**config.mk**
```make
export PLATFORM = sky130hd
export DESIGN_NAME = lsu_lane_unit
export DESIGN_NICKNAME = d
export VERILOG_FILES = /design/src/rtl/lsu_lane_pkg.sv /design/src/rtl/lane_align_check.sv /design/src/rtl/lane_store_steer.sv /design/src/rtl/lane_load_extract.sv /design/src/rtl/lane_out_stage.sv /design/src/rtl/lsu_lane_unit.sv
export SDC_FILE = /design/constraint.sdc
export NUM_CORES = 1
export LEC_CHECK = 0
export ABC_AREA = 1
export BUFFER_PORTS_ARGS = -buffer_cell sky130_fd_sc_hd__buf_4
export CELL_PAD_IN_SITES_DETAIL_PLACEMENT = 0
export CELL_PAD_IN_SITES_GLOBAL_PLACEMENT = 1
export CORE_UTILIZATION = 29
export CTS_BUF_LIST = sky130_fd_sc_hd__clkbuf_16
export DETAILED_ROUTE_END_ITERATION = 7
export GPL_TIMING_DRIVEN = 0
export HOLD_SLACK_MARGIN = 0.03
export PLACE_DENSITY_LB_ADDON = 0.3
export SYNTH_ARGS = -nofsm -noshare
export SYNTH_HDL_FRONTEND = slang
export SYNTH_SLANG_ARGS = --single-unit
```
**constraint.sdc**
```tcl
create_clock -name clk -period 1.3 [get_ports clk]
set_input_delay 0.26 -clock clk [delete_from_list [all_inputs] [get_ports clk]]
set_output_delay 0.26 -clock clk [all_outputs]
set_load 0.03 [all_outputs]
```
**src/rtl/lsu_lane_pkg.sv**
```systemverilog
package lsu_lane_pkg;
  localparam int unsigned LANE_W = 8;

  typedef enum logic [1:0] {
    XFER_BYTE = 2'd0,
    XFER_HALF = 2'd1,
    XFER_WORD = 2'd2,
    XFER_RSVD = 2'd3
  } xfer_size_e;
endpackage

```
**src/rtl/lane_align_check.sv**
```systemverilog
module lane_align_check
  import lsu_lane_pkg::*;
#(
  parameter int unsigned OFS_W = 2
) (
  input  xfer_size_e       size,
  input  logic [OFS_W-1:0] ofs,
  output logic             fault
);
  always_comb begin
    unique case (size)
      XFER_BYTE: fault = 1'b0;
      XFER_HALF: fault = ofs[0];
      XFER_WORD: fault = (ofs != '0);
      default:   fault = 1'b1;
    endcase
  end
endmodule

```
**src/rtl/lane_store_steer.sv**
```systemverilog
module lane_store_steer
  import lsu_lane_pkg::*;
#(
  parameter int unsigned DATA_W = 32
) (
  input  logic                       is_store,
  input  xfer_size_e                 size,
  input  logic                       big_end,
  input  logic [$clog2(DATA_W/8)-1:0] ofs,
  input  logic                       fault,
  input  logic [DATA_W-1:0]          wdata,
  output logic [DATA_W-1:0]          wbus,
  output logic [DATA_W/8-1:0]        be
);
  localparam int unsigned LANES  = DATA_W / LANE_W;
  localparam int unsigned OFS_W  = $clog2(LANES);
  localparam int unsigned HALVES = LANES / 2;
  localparam int unsigned HS_W   = OFS_W - 1;

  logic [OFS_W-1:0] byte_lane;
  logic [HS_W-1:0]  half_slot;
  logic [HS_W-1:0]  half_idx;

  assign half_idx  = ofs[OFS_W-1:1];
  assign byte_lane = big_end ? (OFS_W'(LANES - 1) - ofs) : ofs;
  assign half_slot = big_end ? (HS_W'(HALVES - 1) - half_idx) : half_idx;

  for (genvar i = 0; i < LANES; i++) begin : g_lane
    logic byte_hit;
    logic half_hit;
    assign byte_hit = (byte_lane == OFS_W'(i));
    assign half_hit = (half_slot == HS_W'(i / 2));

    always_comb begin
      unique case (size)
        XFER_BYTE: wbus[LANE_W*i +: LANE_W] = wdata[LANE_W-1:0];
        XFER_HALF: wbus[LANE_W*i +: LANE_W] = wdata[LANE_W*(i % 2) +: LANE_W];
        default:   wbus[LANE_W*i +: LANE_W] = wdata[LANE_W*i +: LANE_W];
      endcase
    end

    always_comb begin
      be[i] = 1'b0;
      if (is_store && !fault) begin
        unique case (size)
          XFER_BYTE: be[i] = byte_hit;
          XFER_HALF: be[i] = half_hit;
          XFER_WORD: be[i] = 1'b1;
          default:   be[i] = 1'b0;
        endcase
      end
    end
  end
endmodule

```
**src/rtl/lane_load_extract.sv**
```systemverilog
module lane_load_extract
  import lsu_lane_pkg::*;
#(
  parameter int unsigned DATA_W = 32
) (
  input  logic                        is_load,
  input  xfer_size_e                  size,
  input  logic                        sign_ext,
  input  logic                        big_end,
  input  logic [$clog2(DATA_W/8)-1:0] ofs,
  input  logic                        fault,
  input  logic [DATA_W-1:0]           rdata,
  output logic [DATA_W-1:0]           ldata
);
  localparam int unsigned LANES  = DATA_W / LANE_W;
  localparam int unsigned OFS_W  = $clog2(LANES);
  localparam int unsigned HALVES = LANES / 2;
  localparam int unsigned HS_W   = OFS_W - 1;
  localparam int unsigned HALF_W = 2 * LANE_W;

  logic [OFS_W-1:0]  byte_lane;
  logic [HS_W-1:0]   half_slot;
  logic [HS_W-1:0]   half_idx;
  logic [LANE_W-1:0] byte_pick;
  logic [HALF_W-1:0] half_pick;

  assign half_idx  = ofs[OFS_W-1:1];
  assign byte_lane = big_end ? (OFS_W'(LANES - 1) - ofs) : ofs;
  assign half_slot = big_end ? (HS_W'(HALVES - 1) - half_idx) : half_idx;

  always_comb begin
    byte_pick = '0;
    for (int i = 0; i < LANES; i++) begin
      if (byte_lane == OFS_W'(i)) byte_pick = rdata[LANE_W*i +: LANE_W];
    end
  end

  always_comb begin
    half_pick = '0;
    for (int i = 0; i < HALVES; i++) begin
      if (half_slot == HS_W'(i)) half_pick = rdata[HALF_W*i +: HALF_W];
    end
  end

  always_comb begin
    ldata = '0;
    if (is_load && !fault) begin
      unique case (size)
        XFER_BYTE: ldata = {{(DATA_W-LANE_W){sign_ext & byte_pick[LANE_W-1]}}, byte_pick};
        XFER_HALF: ldata = {{(DATA_W-HALF_W){sign_ext & half_pick[HALF_W-1]}}, half_pick};
        XFER_WORD: ldata = rdata;
        default:   ldata = '0;
      endcase
    end
  end
endmodule

```
**src/rtl/lane_out_stage.sv**
```systemverilog
module lane_out_stage #(
  parameter int unsigned PAY_W   = 8,
  parameter bit          REG_OUT = 1'b1
) (
  input  logic             clk,
  input  logic             rst_n,
  input  logic             in_valid,
  output logic             in_ready,
  input  logic [PAY_W-1:0] in_pay,
  output logic             out_valid,
  input  logic             out_ready,
  output logic [PAY_W-1:0] out_pay
);
  if (REG_OUT) begin : g_reg
    logic             vld_q;
    logic [PAY_W-1:0] pay_q;

    assign in_ready  = !vld_q || out_ready;
    assign out_valid = vld_q;
    assign out_pay   = pay_q;

    always_ff @(posedge clk or negedge rst_n) begin
      if (!rst_n) begin
        vld_q <= 1'b0;
        pay_q <= '0;
      end else if (in_ready) begin
        vld_q <= in_valid;
        if (in_valid) pay_q <= in_pay;
      end
    end
  end else begin : g_pass
    logic unused_clk;
    assign unused_clk = clk ^ rst_n;
    assign in_ready   = out_ready;
    assign out_valid  = in_valid;
    assign out_pay    = in_pay;
  end
endmodule

```
**src/rtl/lsu_lane_unit.sv**
```systemverilog
module lsu_lane_unit
  import lsu_lane_pkg::*;
#(
  parameter int unsigned DATA_W  = 32,
  parameter int unsigned ADDR_W  = 32,
  parameter bit          REG_OUT = 1'b1
) (
  input  logic                clk,
  input  logic                rst_n,
  input  logic                in_valid,
  output logic                in_ready,
  input  logic                in_store,
  input  logic [1:0]          in_size,
  input  logic                in_signed,
  input  logic                in_big_end,
  input  logic [ADDR_W-1:0]   in_addr,
  input  logic [DATA_W-1:0]   in_wdata,
  input  logic [DATA_W-1:0]   in_rdata,
  output logic                out_valid,
  input  logic                out_ready,
  output logic [DATA_W-1:0]   out_wdata,
  output logic [DATA_W/8-1:0] out_be,
  output logic [DATA_W-1:0]   out_ldata,
  output logic                out_fault
);
  localparam int unsigned LANES = DATA_W / LANE_W;
  localparam int unsigned OFS_W = $clog2(LANES);
  localparam int unsigned PAY_W = 2 * DATA_W + LANES + 1;

  xfer_size_e        size;
  logic [OFS_W-1:0]  ofs;
  logic              fault;
  logic [DATA_W-1:0] wbus;
  logic [LANES-1:0]  be;
  logic [DATA_W-1:0] ldata;
  logic [PAY_W-1:0]  pay_in;
  logic [PAY_W-1:0]  pay_out;
  logic              unused_addr_hi;

  assign size           = xfer_size_e'(in_size);
  assign ofs            = in_addr[OFS_W-1:0];
  assign unused_addr_hi = ^in_addr[ADDR_W-1:OFS_W];

  lane_align_check #(.OFS_W(OFS_W)) u_align (
    .size  (size),
    .ofs   (ofs),
    .fault (fault)
  );

  lane_store_steer #(.DATA_W(DATA_W)) u_store (
    .is_store (in_store),
    .size     (size),
    .big_end  (in_big_end),
    .ofs      (ofs),
    .fault    (fault),
    .wdata    (in_wdata),
    .wbus     (wbus),
    .be       (be)
  );

  lane_load_extract #(.DATA_W(DATA_W)) u_load (
    .is_load  (!in_store),
    .size     (size),
    .sign_ext (in_signed),
    .big_end  (in_big_end),
    .ofs      (ofs),
    .fault    (fault),
    .rdata    (in_rdata),
    .ldata    (ldata)
  );

  assign pay_in = {wbus, be, ldata, fault};

  lane_out_stage #(.PAY_W(PAY_W), .REG_OUT(REG_OUT)) u_out (
    .clk       (clk),
    .rst_n     (rst_n),
    .in_valid  (in_valid),
    .in_ready  (in_ready),
    .in_pay    (pay_in),
    .out_valid (out_valid),
    .out_ready (out_ready),
    .out_pay   (pay_out)
  );

  assign {out_wdata, out_be, out_ldata, out_fault} = pay_out;
endmodule

```
## Yosys cells after proc, flatten, opt, wreduce, memory -nomap -nowiden

Index checks and enable logic that the tools add are counted.
Widths: inputs -> output; s select.

- Input bits: 105
- Output and inout port bits: 71
- Word-level logic and storage cells: 44
- Bits in registers: 70

- Add/subtract/negate cells: 2
- Reduce and logical (&&, ||, !) cells: 11
- Mux-type cells: 21
- Bitwise gates (word level): 3
- Equal/unequal tests: 5

Operator list:

| operator | count |
|---|---|
| $pmux 32 s3 | 1 |
| $mux 8 | 6 |
| $mux 32 | 1 |
| $mux 16 | 1 |
| $pmux 8 s2 | 1 |
| $pmux 1 s3 | 5 |
| $eq 2x2->1 const B | 3 |
| $mux 1 | 5 |
| $eq 2x1->1 const B | 2 |
| $logic_not 2->1 | 2 |
| $logic_not 1->1 | 3 |
| $and 1x1->1 | 2 |
| $logic_and 1x1->1 | 2 |
| $mux 2 | 1 |
| $reduce_and 2->1 | 1 |
| $reduce_bool 2->1 | 1 |
| $reduce_or 2->1 | 1 |
| $sub 2x2->2 const A | 1 |
| $logic_or 1x1->1 | 1 |
| $not 1->1 | 1 |
| $sub 1x1->1 const A | 1 |

## Longest topological paths before layout

Gate-level depths: netlist of the first run.

- Depth in word-level cells: 10
- Mapped depth: 13
- Depth with buffers taken out: 12

## Cells and area by module

A second synthesis of the first run with hierarchy kept.

- Cells, all modules: 699
- Area total of the unflattened synthesis: 4715.8 um^2

Modules (own cells, without submodules):

| module | cells an instance | area each (um^2) | instances | seq. area each (um^2) |
|---|---|---|---|---|
| lane_out_stage | 303 | 2813.9 | 1 | 1751.7 |
| lane_load_extract | 272 | 1313.8 | 1 | 0.0 |
| lane_store_steer | 120 | 570.5 | 1 | 0.0 |
| lane_align_check | 3 | 13.8 | 1 | 0.0 |
| lsu_lane_unit | 1 | 3.8 | 1 | 0.0 |

## Least setup slack after synthesis of the first run

No wires, ideal clock.

- Path kind: register to register
- Start: register u_out.g_reg.vld_q, in the netlist u_out.out_valid
- End: register u_out.g_reg.pay_q[64], in the netlist u_out.out_pay[64]
- Slack: -0.495 ns
- Arrival: 1.663 ns
- Library setup time: 0.131 ns
- Data required time: 1.169 ns
- Path buffers: 2
- Clock period less this slack: 1.795 ns
- Cell stages (with the launch flop): 8
- Cells stage by stage: dfrtp_1 -> nand2_1 -> nand2_1 -> clkbuf_1 -> inv_1 -> clkbuf_1 -> nor2_1 -> a31oi_1

- Word-level cells in the longest chain between the ends: 3

Ends and longest elaborated chain:

| what | line | text |
|---|---|---|
| start: declaration | lane_out_stage.sv:15 | `logic vld_q;` |
| start signal: assignment | lane_out_stage.sv:27 | `vld_q <= in_valid;` |
| $logic_not 1->1 | lane_out_stage.sv:18 | `assign in_ready = !vld_q \|\| out_ready;` |
| $logic_or 1x1->1 | lane_out_stage.sv:18 |  |
| named net in_ready | lsu_lane_unit.sv:11 | `output logic in_ready,` |
| $reduce_and 2->1 (no line) | -- |  |
| end signal: assignment | lane_out_stage.sv:28 | `if (in_valid) pay_q <= in_pay;` |
| end: declaration | lane_out_stage.sv:16 | `logic [PAY_W-1:0] pay_q;` |

The timed path passes the listed nets, and every way through them passes these cells.
A chain may end at the register's enable or synchronous reset.

## Final worst setup path of the first run

- Start: register u_out.g_reg.vld_q, in the netlist u_out.out_valid
- End: register u_out.g_reg.pay_q[64], in the netlist u_out.out_pay[64]

- Word-level cells in the longest chain between the ends: 3

Ends and longest elaborated chain:

| what | line |
|---|---|
| $logic_not 1->1 | lane_out_stage.sv:18 |
| $logic_or 1x1->1 | lane_out_stage.sv:18 |
| $reduce_and 2->1 (no line) | -- |

No other way between the ends.

==> flow_metrics.env, run 1 <==
export IMPL_clkTransAtPathRegs_ns=0.06
export IMPL_timing_final_hold_violations=0
export IMPL_placementRows=41
export IMPL_first_global_vias=3865
export IMPL_antenna_cells_inserted=0
export IMPL_layout_commonest_cell="nand2_1"
export IMPL_fmaxAchievable_mhz=766
export IMPL_worst_r2r_cell_count=6
export IMPL_yosysWarnings=0
export IMPL_global_route_usage_total_pct=19.5
export IMPL_p_leak_nw=3.30
export IMPL_grt_start_max_net_pins=71
export IMPL_yosys_register_bits=70
export IMPL_post_layout_nonfiller_instances=886
export IMPL_timing_clock_skew_ns=0.00395
export IMPL_area_taken_by_flip_flops_and_latches_sq_mm=0.00175
export IMPL_post_synth_inst_count=527
export IMPL_timing_critical_path_max_delay_family="flip-flops"
export IMPL_multiInputGateArea_sq_mm=0.00198
export IMPL_hpwlAfterDp_mm=9.63
export IMPL_crit_fanout=6
export IMPL_final_area_sq_mm=0.00597
export IMPL_cts_hold_buf=0
export IMPL_max_slew_margin_pct=39.1
export IMPL_crit_cells=6
export IMPL_htree_levels=3
export IMPL_worst_slew_pin_slew_ns=0.913
export IMPL_synth_area_per_cell_sq_um=7.17
export IMPL_finalNetCount=815
export IMPL_routed_via_count=4120
export IMPL_cap_violations=0
export IMPL_slowest_stage_cell_crit_path="dfrtp_2"
export IMPL_ant_nets=0
export IMPL_synth_net_count=632
export IMPL_detailedRoute_firstPassIterationCount=5
export IMPL_initial_core_util_pct=29.8
export IMPL_clock_sinks=70
export IMPL_worst_setup_path_end_kind="flip-flop"
export IMPL_start_kind="flip-flop"
export IMPL_overflow=0
export IMPL_die_w_microns=116
export IMPL_layout_min_cycle_time_ns=1.31
export IMPL_run_status="finished with violations"
export IMPL_num_io_pins=176
export IMPL_placed_cells_incl_taps=844
export IMPL_clk_path_buf_depth=2
export IMPL_post_dr_wirelength_cell_microns=14.8
export IMPL_timing_hold_worst_class="input port to async pin"
export IMPL_detailedRoute_firstIterationViolations=265
export IMPL_coreArea_sq_mm=0.0127
export IMPL_post_route_cells_drive_above_1_share_pct=38.0
export IMPL_critical_path_cell_list="nand2_4 > nand2_8 > clkbuf_16 > clkbuf_16 > a21oi_4 > a31oi_1"
export IMPL_mostFrequentLayoutCells="nand2_1, buf_4, dfrtp_1, nor2_1, inv_1"
export IMPL_fin_max_slew_vios=0
export IMPL_finalWeightedCongestion=0.851
export IMPL_power_density_mw_per_mm2=1180
export IMPL_clk_insertion_delay_late_ns=0.34
export IMPL_violations_in_the_final_reports="setup timing"
export IMPL_setup_violations=1
export IMPL_critical_path_buf_inv_count=2
export IMPL_synth_seq_area_share_pct=46.3
export IMPL_path_common_cell="clkbuf_16"
export IMPL_ys_types=24
export IMPL_ir_worst_vdd_mv=0.449
export IMPL_antenna_found_initial=0
export IMPL_die_y_microns=116
export IMPL_cell_area_after_placement_sq_mm=0.00516
export IMPL_clk_root_buffer_cell="clkbuf_16"
export IMPL_criticalPathCategory="flip-flop to flip-flop"
export IMPL_area_delta_synth_final_pct=58.0
export IMPL_dieArea_sq_mm=0.0135
export IMPL_filler_cell_count=1308
export IMPL_rsz0062_at_grt="true"
export IMPL_timing_final_ws_setup_ns=-0.00508
export IMPL_postRouteWirelength_mm=13.1
export IMPL_cp_arrival_ns=1.52
export IMPL_cts_buffers=9
export IMPL_drc=0
export IMPL_min_period_over_period_pct=100
export IMPL_hold_slack_ns=0.0569
export IMPL_grt_first_pass_wirelength_mm=19.6
export IMPL_port_buffers=145
export IMPL_vias_per_cell=4.65
export IMPL_worst_endpoint_required_ns=1.52
export IMPL_clock_tree_from_tritoncts="built"
export IMPL_synth_cell_area_sq_mm=0.00378
export IMPL_timing_critical_path_slowest_cell_delay_ns=0.42
[through the flow]
| stage | power (W) | TNS [ns] | setup slack, ns | utilization, % |
|---|---|---|---|---|
| floorplan | 0.00367 | -0.381 | -0.0120 | - |
| CTS | 0.00697 | -0.0340 | -0.0127 | 43.7 |
| detailed placement | 0.00452 | -16.17 | -0.413 | 40.7 |
| finish | 0.00707 | -0.00508 | -0.00508 | 47.1 |
| global placement | 0.00450 | -15.57 | -0.402 | 40.7 |
| global route | 0.00743 | -1.51 | -0.0664 | 47.1 |
[cells by family after synthesis]
family,after synthesis,share of synthesized area (%)
flip-flops,70,46.3
buffers and inverters,66,7.51
AND/OR/NAND/NOR,312,34.4
AO/OA/AOI/OAI,79,11.8
[Yosys cell counts]
library cell	n	area (sq um)
inv_1	40	150
nor2_4	2	22.5
nor2_2	2	12.5
dfrtp_1	70	1750
a22oi_1	4	30.0
o21ai_0	15	75.1
nand2_2	8	50.1
buf_1	1	3.75
nor2_1	64	240
nand2_1	225	845
nand3_1	3	15.0
a31oi_1	18	113
inv_2	4	15.0
buf_6	3	33.8
clkbuf_1	11	41.3
nand2_4	4	45.0
a21oi_1	27	135
o211ai_1	2	15.0
buf_2	5	25.0
nor2_8	3	60.1
nor3_2	1	10.0
buf_4	2	15.0
o21ai_1	4	20.0
o22ai_1	9	56.3
[routing by layer]
metal | vias up | GRT usage [%] | share of wire, %
met4 | 0 | 7.44 | 1.8
met1 | 1902 | 24.9 | 44
li1 | 2027 | - | -
met5 | - | 0 | 0
met2 | 173 | 32.2 | 47
met3 | 18 | 4.46 | 7.4
[worst paths after layout]
check,end,startpoint,slack (ns)
setup reg to reg,u_out.out_pay[64]$_DFFE_PN0P_,u_out.out_valid$_DFFE_PN0N_,-0.005
max in group asynchronous,u_out.out_valid$_DFFE_PN0N_,rst_n,0.60
hold reg to reg,u_out.out_pay[23]$_DFFE_PN0P_,u_out.out_pay[23]$_DFFE_PN0P_,0.47
hold / removal,u_out.out_pay[38]$_DFFE_PN0P_,rst_n,0.06
setup / recovery,u_out.out_pay[64]$_DFFE_PN0P_,u_out.out_valid$_DFFE_PN0N_,-0.005
min in group clk,u_out.out_pay[44]$_DFFE_PN0P_,in_wdata[7],0.16
[power by group]
group	switching (W)	leakage (nW)	internal (W)	total (W)
sequential	0.000135	0.883	0.00241	0.00255
combinational	0.00129	2.28	0.000850	0.00214
clock	0.000932	0.134	0.00145	0.00238
[sequential cells by signal (all words and copies together) (netlist names)]
register and cells:
u_out.out_pay 69, u_out.out_valid 1
[area by class of cell]
| cell class | instances | share of cell area (%) |
|---|---|---|
| Tap cell | 172 | 3.60 |
| Multi-Input combinational cell | 391 | 33.1 |
| Sequential cell | 70 | 29.4 |
| Clock buffer | 9 | 3.77 |
| Timing Repair Buffer | 172 | 22.4 |
| Clock inverter | 6 | 0.901 |
| Buffer | 22 | 3.94 |
| Inverter | 44 | 2.93 |
[repair_timing]
item / in CTS / in global routing
resized for setup: 18 / 75
cloned: 1 / 5
pin swaps: 1 / 39
setup endpoints to repair: 43 / 69
setup buffers: 2 / 19
(Power assumes the default switching activity.)
==> run 2: changes to the inputs <==
--- a/config.mk
+++ b/config.mk
@@ -15,6 +15,7 @@
 export GPL_TIMING_DRIVEN = 0
 export HOLD_SLACK_MARGIN = 0.03
 export PLACE_DENSITY_LB_ADDON = 0.3
+export SKIP_CTS_REPAIR_TIMING = 1
 export SYNTH_ARGS = -nofsm -noshare
 export SYNTH_HDL_FRONTEND = slang
 export SYNTH_SLANG_ARGS = --single-unit
==> run 2 against run 1 <==
The run now ends clean. Routed wire length is 2.9% lower. Die area unchanged. Register-to-register slack improved by 0.03 ns. Global-route usage fell by 0.15 points. Utilization shrank 1.2 points. Via count down 1.2%. Largest cell class unchanged. Clock power barely moved. Highest routed layer unchanged.
==> flow_metrics.env, run 2 (synthesis results as in run 1) <==
export IMPL_filler_cell_count=1330
export IMPL_cp_arrival_ns=1.49
export IMPL_power_density_mw_per_mm2=1200
export IMPL_cap_violations=0
export IMPL_p_total_w=0.00699
export IMPL_detailedRoute_firstPassIterationCount=4
export IMPL_crit_fanout=10
export IMPL_initial_core_util_pct=29.8
export IMPL_antenna_found_initial=0
export IMPL_antenna_cells_inserted=0
export IMPL_drc=0
export IMPL_worst_setup_path_end_kind="flip-flop"
export IMPL_finalNetCount=810
export IMPL_timing_hold_worst_class="input port to async pin"
export IMPL_final_area_sq_mm=0.00582
export IMPL_flip_flop_count_of_the_largest_register_after_layout=69
export IMPL_postRouteWirelength_mm=12.7
export IMPL_vias_per_cell=4.62
export IMPL_final_core_density_pct=45.9
export IMPL_htree_levels=3
export IMPL_met1Wirelength_mm=5.61
export IMPL_post_layout_nonfiller_instances=881
export IMPL_wl_met3_microns=923
export IMPL_first_global_vias=3840
export IMPL_criticalPathCategory="flip-flop to flip-flop"
export IMPL_die_w_microns=116
export IMPL_cell_area_after_placement_sq_mm=0.00516
export IMPL_finalWeightedCongestion=0.851
export IMPL_placementRows=41
export IMPL_crit_end="u_out.out_pay[64]$_DFFE_PN0P_"
export IMPL_fin_tns_setup_ns=0
export IMPL_clk_insertion_delay_late_ns=0.33
export IMPL_cts_buffers=9
export IMPL_worst_r2r_cell_count=6
export IMPL_coreArea_sq_mm=0.0127
export IMPL_crit_reg2reg_capture="u_out.out_pay[64]$_DFFE_PN0P_"
export IMPL_critPathLaunch="u_out.out_valid$_DFFE_PN0N_"
export IMPL_layout_min_cycle_time_ns=1.28
export IMPL_timing_clock_skew_ns=0.00343
export IMPL_post_route_cells_drive_above_1_share_pct=35.3
export IMPL_critical_r2r_launch="u_out.out_valid$_DFFE_PN0N_"
export IMPL_max_slew_margin_pct=39.4
export IMPL_setup_violations=0
export IMPL_num_io_pins=176
export IMPL_hpwlAfterDp_mm=9.63
export IMPL_fmaxAchievable_mhz=784
export IMPL_port_buffers=145
export IMPL_top_signal_layer_used="met4"
export IMPL_p_leak_nw=3.22
export IMPL_post_dr_wirelength_cell_microns=14.4
export IMPL_start_kind="flip-flop"
export IMPL_clk_path_buf_depth=2
export IMPL_total_met2_wirelength_after_detailed_routing_mm=5.93
export IMPL_layout_commonest_cell="nand2_1"
export IMPL_area_delta_synth_final_pct=53.9
export IMPL_grt_first_pass_wirelength_mm=19.4
export IMPL_clock_tree_from_tritoncts="built"
export IMPL_timing_final_hold_violations=0
export IMPL_detailedRoute_firstIterationViolations=276
export IMPL_die_y_microns=116
export IMPL_ant_nets=0
export IMPL_ir_worst_vdd_mv=0.454
export IMPL_worst_slew_pin_slew_ns=0.908
export IMPL_clock_sinks=70
export IMPL_fin_max_slew_vios=0
export IMPL_global_route_usage_total_pct=19.4
export IMPL_mostFrequentLayoutCells="nand2_1, buf_4, dfrtp_1, nor2_1, inv_1"
export IMPL_run_status="completed"
export IMPL_routed_via_count=4071
export IMPL_clkTransAtPathRegs_ns=0.06
export IMPL_worst_r2r_setup_slack_ns=0.02
export IMPL_dieArea_sq_mm=0.0135
export IMPL_min_period_over_period_pct=98.1
export IMPL_worst_endpoint_required_ns=1.51
export IMPL_grt_start_max_net_pins=71
export IMPL_clk_root_buffer_cell="clkbuf_16"
export IMPL_rsz0062_at_grt="true"
export IMPL_overflow=0
export IMPL_placed_cells_incl_taps=844
## run 2: cell count changes in the layout (fill, tap and decap cells not counted), sizes merged
cell,before,now
buf,188,185
clkbuf,15,13
## run 2: how the worst min path moves through the flow
stage / from / endpoint / slack, ns / depth (start not counted)
floorplan: rst_n / u_out.out_pay[0]$_DFFE_PN0P_ / -0.04 / 0
global placement: rst_n / u_out.out_pay[38]$_DFFE_PN0P_ / 0.44 / 1
detailed placement: rst_n / u_out.out_pay[38]$_DFFE_PN0P_ / 0.46 / 1
CTS: rst_n / u_out.out_pay[38]$_DFFE_PN0P_ / 0.1 / 1
global route: rst_n / u_out.out_pay[38]$_DFFE_PN0P_ / 0.13 / 1
finish: rst_n / u_out.out_pay[38]$_DFFE_PN0P_ / 0.06 / 1
## run 2: final cells by class
| class | instances | area [sq um] | share of cell area, % |
|---|---|---|---|
| inverters | 44 | 173 | 2.97 |
| well taps | 172 | 215 | 3.70 |
| clock inverters | 6 | 53.8 | 0.925 |
| plain buffers | 22 | 206 | 3.55 |
| flip-flops and latches | 70 | 1750 | 30.1 |
| multi-input cells | 391 | 1920 | 33.1 |
| clock buffers | 9 | 225 | 3.87 |
| repair buffers | 167 | 1270 | 21.8 |
## run 2: through the flow
stage	hold WS, ns	setup slack, ns
finish	0.0564	0.0245
floorplan	-0.0356	-0.0120
detailed placement	0.455	-0.413
global placement	0.441	-0.402
CTS	0.0950	-0.202
global route	0.132	-0.0330
## run 2: where the power goes
part | total [W] | internal (W) | switching (W) | leakage [nW]
logic | 0.00207 | 0.000812 | 0.00126 | 2.20
registers | 0.00255 | 0.00241 | 0.000135 | 0.883
clock network | 0.00237 | 0.00145 | 0.000923 | 0.134
## run 2: worst max-delay path, stage by stage (launching register included)
cell,delay [ns]
dfrtp_2,0.42
nand2_4,0.08
nand2_4,0.06
clkbuf_8,0.18
buf_8,0.16
a21oi_4,0.15
a31oi_1,0.09
## run 2: routing by layer
metal  GRT usage [%]  vias up
li1                -     2015
met1            24.8     1865
met2            31.6      173
met3            4.51       18
met4            7.61        0
met5               0        -
==> run 3: changes to the inputs <==
--- a/config.mk
+++ b/config.mk
@@ -9,12 +9,13 @@
 export BUFFER_PORTS_ARGS = -buffer_cell sky130_fd_sc_hd__buf_4
 export CELL_PAD_IN_SITES_DETAIL_PLACEMENT = 0
 export CELL_PAD_IN_SITES_GLOBAL_PLACEMENT = 1
-export CORE_UTILIZATION = 29
+export CORE_UTILIZATION = 34
 export CTS_BUF_LIST = sky130_fd_sc_hd__clkbuf_16
 export DETAILED_ROUTE_END_ITERATION = 7
 export GPL_TIMING_DRIVEN = 0
 export HOLD_SLACK_MARGIN = 0.03
 export PLACE_DENSITY_LB_ADDON = 0.3
+export REMOVE_ABC_BUFFERS = 1
 export SKIP_CTS_REPAIR_TIMING = 1
 export SYNTH_ARGS = -nofsm -noshare
 export SYNTH_HDL_FRONTEND = slang
==> constraint.sdc (replaced) <==
create_clock -name clk -period 1.51 [get_ports clk]
set_input_delay 0.302 -clock clk [delete_from_list [all_inputs] [get_ports clk]]
set_output_delay 0.302 -clock clk [all_outputs]
set_load 0.03 [all_outputs]
==> run 3 against run 2 <==
Clock power decreased by 5%. Fmax decreased by 9.5%. Worst hold slack improved by 0.037 ns. Combinational power decreased by 19%. Die area decreased by 14%. Total power decreased by 13%. Critical path depth increased by 1. Critical path type unchanged. Highest routed layer unchanged.
==> flow_metrics.env, run 3 (synthesis results as in run 1) <==
export IMPL_detailedRoute_firstIterationViolations=236
export IMPL_cap_violations=0
export IMPL_layout_min_cycle_time_ns=1.41
export IMPL_cts_buffers=9
export IMPL_overflow=0
export IMPL_fmaxAchievable_mhz=710
export IMPL_dieArea_sq_mm=0.0115
export IMPL_worst_r2r_cell_count=7
export IMPL_coreArea_sq_mm=0.0108
export IMPL_clk_root_buffer_cell="clkbuf_16"
export IMPL_power_density_mw_per_mm2=1110
export IMPL_postRouteWirelength_mm=12.1
export IMPL_worst_endpoint_required_ns=1.78
export IMPL_hold_slack_ns=0.0933
export IMPL_clkTransAtPathRegs_ns=0.06
export IMPL_critPathLaunch="u_out.out_valid$_DFFE_PN0N_"
export IMPL_global_route_usage_total_pct=20.1
export IMPL_ir_worst_vdd_mv=0.536
export IMPL_placed_cells_incl_taps=792
export IMPL_num_io_pins=176
export IMPL_detailedRoute_firstPassIterationCount=4
export IMPL_placementRows=38
export IMPL_htree_levels=3
export IMPL_worst_slew_pin_slew_ns=0.921
export IMPL_rsz0062_at_grt="false"
export IMPL_p_total_w=0.00611
export IMPL_seqPwrFrac_pct=35.8
export IMPL_port_buffers=145
export IMPL_antenna_found_initial=0
export IMPL_criticalPathCategory="flip-flop to flip-flop"
export IMPL_timing_clock_skew_ns=0.00652
export IMPL_cell_internal_pwr_w=0.00414
export IMPL_crit_reg2reg_capture="u_out.out_pay[1]$_DFFE_PN0P_"
export IMPL_crit_end="u_out.out_pay[1]$_DFFE_PN0P_"
export IMPL_min_period_over_period_pct=93.3
export IMPL_flip_flop_count_of_the_largest_register_after_layout=69
export IMPL_mostFrequentLayoutCells="nand2_1, buf_4, dfrtp_1, nor2_1, inv_1"
export IMPL_die_y_microns=107
export IMPL_total_switching_power_w=0.00197
export IMPL_antenna_cells_inserted=0
export IMPL_clk_insertion_delay_late_ns=0.33
export IMPL_p_leak_nw=3.07
export IMPL_timing_final_hold_violations=0
export IMPL_vias_per_cell=4.77
export IMPL_start_kind="flip-flop"
export IMPL_cp_arrival_ns=1.68
export IMPL_filler_cell_count=1080
export IMPL_area_delta_synth_final_pct=45.0
export IMPL_crit_fanout=14
export IMPL_timing_critical_path_slowest_cell_delay_ns=0.40
export IMPL_fin_tns_setup_ns=0
export IMPL_routed_via_count=3920
export IMPL_final_core_density_pct=50.6
export IMPL_run_status="completed"
export IMPL_die_w_microns=107
export IMPL_fin_max_slew_vios=0
export IMPL_finalNetCount=781
export IMPL_hpwlAfterDp_mm=8.19
export IMPL_clock_power_share_pct=36.9
export IMPL_worst_r2r_setup_slack_ns=0.10
export IMPL_setup_violations=0
export IMPL_worst_setup_path_end_kind="flip-flop"
export IMPL_finalWeightedCongestion=0.833
export IMPL_critical_r2r_launch="u_out.out_valid$_DFFE_PN0N_"
export IMPL_ant_nets=0
export IMPL_clk_path_buf_depth=2
export IMPL_timing_hold_worst_class="input port to async pin"
export IMPL_grt_first_pass_wirelength_mm=17.8
export IMPL_critical_path_cell_list="nand2_4 > nand2_8 > nor3_4 > buf_4 > buf_8 > o21ai_1 > nand2_1"
export IMPL_post_route_cells_drive_above_1_share_pct=29.5
export IMPL_post_layout_nonfiller_instances=821
export IMPL_max_slew_margin_pct=38.6
export IMPL_first_global_vias=3682
export IMPL_power_share_combinational_pct=27.3
export IMPL_initial_core_util_pct=34.9
export IMPL_post_dr_wirelength_cell_microns=14.7
export IMPL_slowest_stage_cell_crit_path="dfrtp_1"
export IMPL_clock_tree_from_tritoncts="built"
export IMPL_grt_start_max_net_pins=71
export IMPL_drc=0
export IMPL_switching_share_pct=32.3
export IMPL_layout_commonest_cell="nand2_1"
export IMPL_clock_sinks=70
-- run 3: changes by cell type in the layout (fill, tap and decap cells not counted), sizes merged --
cell	previous run	this run
nand2	237	238
clkbuf	13	10
buf	185	155
bufinv	1	2
clkinvlp	1	4
-- run 3: through the flow --
stage | area (sq um) | setup WS (ns)
final | 5480 | 0.101
after global routing | 5480 | 0.00411
after CTS | 5290 | -0.810
after detailed placement | 4980 | -0.823
after global placement | 4920 | -2.61
after floorplan | 3660 | -1.60
-- run 3: critical path, delay by kind of cell (launching register included) --
kind | cells | cell delay, ns
simple gates | 4 | 0.56
buf+inv | 2 | 0.28
compound gates | 1 | 0.09
flops | 1 | 0.40
-- run 3: worst min path at each step --
stage                                             start                            end  slack, ns  cells past startpoint
after global routing                              rst_n  u_out.out_pay[55]$_DFFE_PN0P_       0.17                      1
after floorplan                                   rst_n   u_out.out_pay[0]$_DFFE_PN0P_      0.006                      0
final                                             rst_n  u_out.out_pay[55]$_DFFE_PN0P_       0.09                      1
after detailed placement   u_out.out_pay[2]$_DFFE_PN0P_   u_out.out_pay[2]$_DFFE_PN0P_       0.47                      2
after global placement    u_out.out_pay[37]$_DFFE_PN0P_  u_out.out_pay[37]$_DFFE_PN0P_       0.47                      2
after CTS                                         rst_n  u_out.out_pay[55]$_DFFE_PN0P_       0.14                      1
-- run 3: power by group through the flow --
stage / Combinational (W) / Sequential [W] / Clock, W
2_1_floorplan: 0.000484 / 0.00261 / 0
3_3_place_gp: 0.00157 / 0.00221 / 0
3_5_place_dp: 0.00160 / 0.00222 / 0
4_1_cts: 0.00160 / 0.00219 / 0.00231
5_1_grt: 0.00181 / 0.00221 / 0.00240
6_report: 0.00167 / 0.00219 / 0.00226
-- run 3: final cells by class --
class / instances / area [sq um] / share of cell area, %
clock buffers: 9 / 225 / 4.11
clock inverters: 7 / 90.1 / 1.64
inverters: 44 / 169 / 3.08
multi-input cells: 392 / 1810 / 33.1
flip-flops and latches: 70 / 1750 / 32.0
well taps: 140 / 175 / 3.20
repair buffers: 156 / 1230 / 22.5
repair inverters: 3 / 22.5 / 0.411
-- run 3: routing by layer --
metal / share of wire [%] / up-vias / track usage, %
met2: 47 / 160 / 33.3
met5: 0 / - / 0
met3: 7.6 / 22 / 5.21
met4: 2.9 / 0 / 7.93
li1: - / 1953 / -
met1: 43 / 1785 / 25.0
